### src/rtl/alu16_pkg.sv
package alu16_pkg;

   typedef enum logic [2:0] {
      OP_ADD = 3'd0,
      OP_ADC = 3'd1,
      OP_SUB = 3'd2,
      OP_SBB = 3'd3,
      OP_AND = 3'd4,
      OP_OR  = 3'd5,
      OP_XOR = 3'd6,
      OP_CMP = 3'd7
   } alu_op_e;

   localparam int FLAG_W = 16;
   localparam int FB_CF  = 0;
   localparam int FB_PF  = 2;
   localparam int FB_AF  = 4;
   localparam int FB_ZF  = 6;
   localparam int FB_SF  = 7;
   localparam int FB_TF  = 8;
   localparam int FB_IF  = 9;
   localparam int FB_DF  = 10;
   localparam int FB_OF  = 11;

   localparam logic [FLAG_W-1:0] FLAG_USED_MASK = 16'h0FD5;

   typedef struct packed {
      logic cf;
      logic pf;
      logic af;
      logic zf;
      logic sf;
      logic of;
   } stat_t;

endpackage

### src/rtl/alu16_arith.sv
module alu16_arith
   import alu16_pkg::*;
#(
   parameter int DATA_W = 16,
   parameter int NARROW_W = 8
) (
   input  logic [DATA_W-1:0] a,
   input  logic [DATA_W-1:0] b,
   input  alu_op_e           op,
   input  logic              narrow,
   input  logic              cin,
   output logic [DATA_W-1:0] res,
   output logic              carry,
   output logic              aux,
   output logic              ovf
);
   localparam int NIB_W = 4;

   logic              is_sub;
   logic              is_logic;
   logic              c_use;
   logic [DATA_W:0]   wide;
   logic [NARROW_W:0] slim;
   logic [NIB_W:0]    nib;
   logic [DATA_W-1:0] lg;
   logic              sa, sb, sr;

   always_comb begin
      is_sub   = (op == OP_SUB) || (op == OP_SBB) || (op == OP_CMP);
      is_logic = (op == OP_AND) || (op == OP_OR) || (op == OP_XOR);
      c_use    = ((op == OP_ADC) || (op == OP_SBB)) ? cin : 1'b0;
   end

   always_comb begin
      if (is_sub) begin
         wide = {1'b0, a} - {1'b0, b} - {{DATA_W{1'b0}}, c_use};
         slim = {1'b0, a[NARROW_W-1:0]} - {1'b0, b[NARROW_W-1:0]} - {{NARROW_W{1'b0}}, c_use};
         nib  = {1'b0, a[NIB_W-1:0]} - {1'b0, b[NIB_W-1:0]} - {{NIB_W{1'b0}}, c_use};
      end else begin
         wide = {1'b0, a} + {1'b0, b} + {{DATA_W{1'b0}}, c_use};
         slim = {1'b0, a[NARROW_W-1:0]} + {1'b0, b[NARROW_W-1:0]} + {{NARROW_W{1'b0}}, c_use};
         nib  = {1'b0, a[NIB_W-1:0]} + {1'b0, b[NIB_W-1:0]} + {{NIB_W{1'b0}}, c_use};
      end
   end

   always_comb begin
      case (op)
         OP_AND:  lg = a & b;
         OP_OR:   lg = a | b;
         default: lg = a ^ b;
      endcase
   end

   always_comb begin
      if (is_logic) begin
         res = narrow ? {{(DATA_W-NARROW_W){1'b0}}, lg[NARROW_W-1:0]} : lg;
      end else begin
         res = narrow ? {{(DATA_W-NARROW_W){1'b0}}, slim[NARROW_W-1:0]} : wide[DATA_W-1:0];
      end
   end

   always_comb begin
      sa = narrow ? a[NARROW_W-1] : a[DATA_W-1];
      sb = narrow ? b[NARROW_W-1] : b[DATA_W-1];
      sr = narrow ? slim[NARROW_W-1] : wide[DATA_W-1];
      if (is_logic) begin
         carry = 1'b0;
         aux   = 1'b0;
         ovf   = 1'b0;
      end else begin
         carry = narrow ? slim[NARROW_W] : wide[DATA_W];
         aux   = nib[NIB_W];
         ovf   = is_sub ? ((sa != sb) && (sr != sa)) : ((sa == sb) && (sr != sa));
      end
   end

endmodule

### src/rtl/alu16_flaggen.sv
module alu16_flaggen
   import alu16_pkg::*;
#(
   parameter int DATA_W = 16,
   parameter int NARROW_W = 8
) (
   input  logic [DATA_W-1:0] res,
   input  logic              narrow,
   input  logic              carry,
   input  logic              aux,
   input  logic              ovf,
   output stat_t             st
);
   logic [NARROW_W:0] par_chain;

   assign par_chain[0] = 1'b0;
   for (genvar i = 0; i < NARROW_W; i++) begin : g_par
      assign par_chain[i+1] = par_chain[i] ^ res[i];
   end

   always_comb begin
      st.cf = carry;
      st.af = aux;
      st.of = ovf;
      st.pf = ~par_chain[NARROW_W];
      st.zf = narrow ? (res[NARROW_W-1:0] == '0) : (res == '0);
      st.sf = narrow ? res[NARROW_W-1] : res[DATA_W-1];
   end

endmodule

### src/rtl/alu16_flags.sv
module alu16_flags
   import alu16_pkg::*;
#(
   parameter int DATA_W   = 16,
   parameter int NARROW_W = 8,
   parameter int CTL_W    = 3
) (
   input  logic              clk,
   input  logic              rst_n,
   input  logic [DATA_W-1:0] op_a,
   input  logic [DATA_W-1:0] op_b,
   input  logic [2:0]        op_sel,
   input  logic              byte_mode,
   input  logic              exec_en,
   input  logic              ctl_wr,
   input  logic [CTL_W-1:0]  ctl_val,
   output logic [DATA_W-1:0] result,
   output logic [FLAG_W-1:0] flags
);
   initial begin
      assert (DATA_W == FLAG_W) else $error("DATA_W must equal the flags word width");
      assert (NARROW_W == 8) else $error("NARROW_W must be 8");
      assert (CTL_W == 3) else $error("three control flags expected");
   end

   alu_op_e           op;
   logic [DATA_W-1:0] core_res;
   logic              core_c, core_a, core_o;
   stat_t             st_next;
   logic [DATA_W-1:0] res_q;
   logic [FLAG_W-1:0] fl_q;

   assign op = alu_op_e'(op_sel);

   alu16_arith #(.DATA_W(DATA_W), .NARROW_W(NARROW_W)) u_arith (
      .a      (op_a),
      .b      (op_b),
      .op     (op),
      .narrow (byte_mode),
      .cin    (fl_q[FB_CF]),
      .res    (core_res),
      .carry  (core_c),
      .aux    (core_a),
      .ovf    (core_o)
   );

   alu16_flaggen #(.DATA_W(DATA_W), .NARROW_W(NARROW_W)) u_flg (
      .res    (core_res),
      .narrow (byte_mode),
      .carry  (core_c),
      .aux    (core_a),
      .ovf    (core_o),
      .st     (st_next)
   );

   always_ff @(posedge clk) begin
      if (!rst_n) begin
         res_q <= '0;
      end else if (exec_en && (op != OP_CMP)) begin
         res_q <= core_res;
      end
   end

   always_ff @(posedge clk) begin
      if (!rst_n) begin
         fl_q <= '0;
      end else begin
         if (exec_en) begin
            fl_q[FB_CF] <= st_next.cf;
            fl_q[FB_PF] <= st_next.pf;
            fl_q[FB_AF] <= st_next.af;
            fl_q[FB_ZF] <= st_next.zf;
            fl_q[FB_SF] <= st_next.sf;
            fl_q[FB_OF] <= st_next.of;
         end
         if (ctl_wr) begin
            fl_q[FB_TF] <= ctl_val[0];
            fl_q[FB_IF] <= ctl_val[1];
            fl_q[FB_DF] <= ctl_val[2];
         end
      end
   end

   assign result = res_q;
   assign flags  = fl_q;

   // Assertions
   assert_unused_zero_R1: assert property (@(posedge clk) disable iff (!rst_n)
      (flags & ~FLAG_USED_MASK) == '0);

   assert_ctl_hold_R10: assert property (@(posedge clk) disable iff (!rst_n)
      !ctl_wr |=> $stable(flags[FB_DF:FB_TF]));

   assert_stat_hold_R10: assert property (@(posedge clk) disable iff (!rst_n)
      !exec_en |=> ($stable(result) && $stable(flags & ~16'h0700)));

   assert_cmp_keeps_R9: assert property (@(posedge clk) disable iff (!rst_n)
      (exec_en && op == OP_CMP) |=> $stable(result));

   assert_byte_upper_R3: assert property (@(posedge clk) disable iff (!rst_n)
      (exec_en && byte_mode && op != OP_CMP) |=> (result[DATA_W-1:NARROW_W] == '0));

   assert_logic_clear_R8: assert property (@(posedge clk) disable iff (!rst_n)
      (exec_en && (op == OP_AND || op == OP_OR || op == OP_XOR)) |=>
         (!flags[FB_CF] && !flags[FB_OF] && !flags[FB_AF]));

   assert_ctl_load_R11: assert property (@(posedge clk) disable iff (!rst_n)
      ctl_wr |=> (flags[FB_DF:FB_TF] == $past(ctl_val)));

endmodule

### config.mk
export PLATFORM = sky130hd
export DESIGN_NAME = alu16_flags
export DESIGN_NICKNAME = d
export VERILOG_FILES = /design/src/rtl/alu16_pkg.sv /design/src/rtl/alu16_arith.sv /design/src/rtl/alu16_flaggen.sv /design/src/rtl/alu16_flags.sv
export SDC_FILE = /design/constraint.sdc
export NUM_CORES = 1
export LEC_CHECK = 0
export CAP_MARGIN = 25
export CORE_ASPECT_RATIO = 2
export CORE_MARGIN = 1
export CORE_UTILIZATION = 65
export CTS_CLUSTER_SIZE = 14
export DETAILED_ROUTE_END_ITERATION = 16
export DONT_BUFFER_PORTS = 1
export PLACE_DENSITY = 0.82
export SKIP_CTS_REPAIR_TIMING = 1
export SLEW_MARGIN = 0
export SYNTH_ARGS = -nofsm -noshare
export SYNTH_HDL_FRONTEND = slang
export SYNTH_SLANG_ARGS = --single-unit
### constraint.sdc
create_clock -name clk -period 12.6 [get_ports clk]
set_input_delay 2.52 -clock clk [delete_from_list [all_inputs] [get_ports clk]]
set_output_delay 2.52 -clock clk [all_outputs]
set_load 0.01 [all_outputs]
==> flow_summary.json <==
{
  "outcome": "completed",
  "path_max_fanout": 24,
  "wl_per_cell_um": 19.30,
  "firstDrtPassIters": 5,
  "antenna_found_initial": 0,
  "synth-async-reset-ratio": 0,
  "rr_endpoint": "result[10]",
  "setup_viol": 0,
  "grt_pass1_wl_um": 18490,
  "synth_top_cells_by_area": "ha_1, dfxtp_1, inv_1",
  "gp_congestion": 0.9959,
  "synthFlopType": "dfxtp_1",
  "min_to": "result[2]",
  "yosys.area.top_type": "ha_1",
  "hp-class": "reg2reg",
  "rsz0062_at_grt": "false",
  "synth_area_um2": 4095,
  "start_util": 0.6762,
  "final_core_util": 0.6820,
  "critPathKind": "in2reg",
  "min_from": "result[2]",
  "gr-usage-met2": 0.6805,
  "finClkSkew_ns": 0.001033,
  "drc_errors": 0,
  "viasPerCell": 6.456,
  "worst_slack_ns": 7.097,
  "ff2ff_setup_slack_ns": 8.90,
  "synth_edf_count": 0,
  "grt_util_met3": 0.04068,
  "worst_pin_slew_ns": 0.6975,
  "final_hold_viol_count": 0,
  "clock_sink_count": 25,
  "clk_pin_slew_worst_paths_ns": 0.06,
  "drv_cap": 0,
  "nets": 634,
  "endpoint_kind": "register",
  "max_stage_delay_ns": 0.43,
  "die_h_um": 114.3,
  "max_clock_freq_mhz": 181.7,
  "synth_xor_area_frac": 0.05500,
  "yosysMostFrequentCell": "ha_1",
  "placed_cells": 603,
  "cp_data_arrival_time_ns": 5.66,
  "powerDensity_nw_per_um2": 87.74,
  "dieArea_um2": 6641,
  "critPathRequiredTime_ns": 12.75,
  "ir_drop_mv": 0.04838,
  "drive_gt1_frac": 0.05354,
  "worstHoldPathCells": 2,
  "fin_crit_sh": 0.4367,
  "port_buffers": 0,
  "pin_count": 75,
  "grt_busiest_layer": "met2",
  "synth_top_area_frac": 0.1925,
  "ys_seq_area_frac": 0.1222,
  "cp-start-kind": "input pin",
  "clk_latency_ns": 0.26,
  "gr-total-overflow": 0,
  "tns_ns": 0,
  "numCtsBuffers": 3,
  "whs_ns": 0.5091,
  "ys_ff_latch": 25,
  "wl_um": 11720,
  "syn_inst": 547,
  "avgSynthCellArea_um2": 7.487,
  "p_leak_nw": 1.872,
  "fin_cells": 607,
  "dr.first_iter.drc_count": 210,
  "yosysWarnings": 0,
  "hpwlAfterDp_um": 9241,
  "fp-row-count": 40,
  "antenna_cells": 0,
  "core_area_um2": 6056,
  "area_delta_synth_final_pct": 0.8554,
  "synth.area.mux_share": 0.06966,
  "crit_chain": "nand3b_1 -> fa_1 -> fa_1 -> o211ai_1 -> a21oi_1 -> or3_1 -> or2_2 -> a21oi_1 -> xnor2_1 -> o221ai_1 -> o21ai_0 -> and2_1",
  "synth.distinct_cells": 67,
  "synth-simple-area-share": 0.1958,
  "post-place-ws_ns": 6.944,
  "synth-compound-area-share": 0.2472,
  "cts-root-buf": "clkbuf_16",
  "synth_top_cells_by_count": "ha_1, inv_1, nand2_1",
  "slew_headroom": 0.5338,
  "synthAdderAreaFrac": 0.2120,
  "period_needed_ns": 5.503,
  "grt_pass1_vias": 3914,
  "use_met1": 0.3458,
  "drt.antenna.violating_nets": 0,
  "slew_violations": 0,
  "worstReg2RegStart": "flags[0]",
  "cp_slowest_cell": "fa_1",
  "cts_tree": "built",
  "vias": 3919,
  "grt_use_total": 0.3574,
  "reg2regPathDepth": 12,
  "synth_top_family_by_area": "compound AO/OA/AOI/OAI gates",
  "cts_htree_levels": 1,
  "grt_max_degree": 31,
  "clockBufferDepth": 2,
  "fp.dieW_um": 58.13
}
==> cell usage in the layout, fill, tap and decap left out, drive strengths merged, types with 8 or more instances in the layout <==
cell,Yosys,routed
a21oi,35,35
mux2i,15,15
o21ai,36,36
nor3,14,14
o21a,9,9
nand3,12,12
nand2,55,55
inv,58,58
mux2,12,12
nor2,22,22
nor2b,9,9
dfxtp,25,25
xor2,8,8
and2,16,16
ha,63,63
xnor2,15,15
==> where the power goes <==
group	switching, mW	internal (mW)	total [mW]
Sequential	0.00889	0.0866	0.0955
Clock	0.0265	0.0427	0.0692
Combinational	0.113	0.0845	0.198
Total	0.149	0.214	0.362
==> metrics by stage <==
stage	instance area [um2]	power, mW
after floorplan	4118	0.2539
after global placement	4050	0.2824
after detailed placement	4050	0.2869
after CTS	4130	0.3568
after global routing	4130	0.3842
final	4130	0.3624
==> state kept, by name, summed over array words and instances (netlist names) <==
register / cells
result: 16
flags: 9
==> critical path, delay by kind of cell <==
family | cells | cell delay (ns)
xor gates and xnor gates | 1 | 0.08
adders and majority gates | 2 | 0.86
and+or+nand+nor | 4 | 1.05
AOI/OAI and AO/OA | 5 | 1.15
==> cell type report <==
cell class	count	area [um2]
well taps	84	105.1
multi-input cells	435	3219
inverters	58	217.7
clock inverters	1	5.005
fillers	534	1926
repair buffers	1	7.507
clock buffers	3	75.07
flip-flops and latches	25	500.5
==> per-layer routing <==
| layer | part of all wire | wire (um) | up-vias |
|---|---|---|---|
| met5 | 0 | 0 | - |
| met4 | 0.067 | 786 | 0 |
| met3 | 0.048 | 566 | 58 |
| met2 | 0.55 | 6405 | 164 |
| met1 | 0.34 | 3958 | 1843 |
| li1 | - | - | 1854 |
==> kinds of logic after synthesis <==
group	count (synthesis)
adder cells (fa/ha/maj)	67
flip-flops	25
buffers and inverters	93
XOR/XNOR	24
AND/OR/NAND/NOR	159
AO/OA/AOI/OAI	151
other	1
multiplexers	27
==> worst max path at each step <==
stage	from	endpoint	slack [ns]	cells past startpoint
finish	op_sel[2]	result[10]	7.10	12
global route	op_sel[2]	result[10]	6.88	12
CTS	op_sel[2]	result[10]	7.19	12
detailed placement	op_sel[2]	result[10]	6.94	12
global placement	op_sel[2]	result[10]	6.99	12
floorplan	op_sel[0]	flags[2]	6.83	14
(Power assumes the default switching activity.)
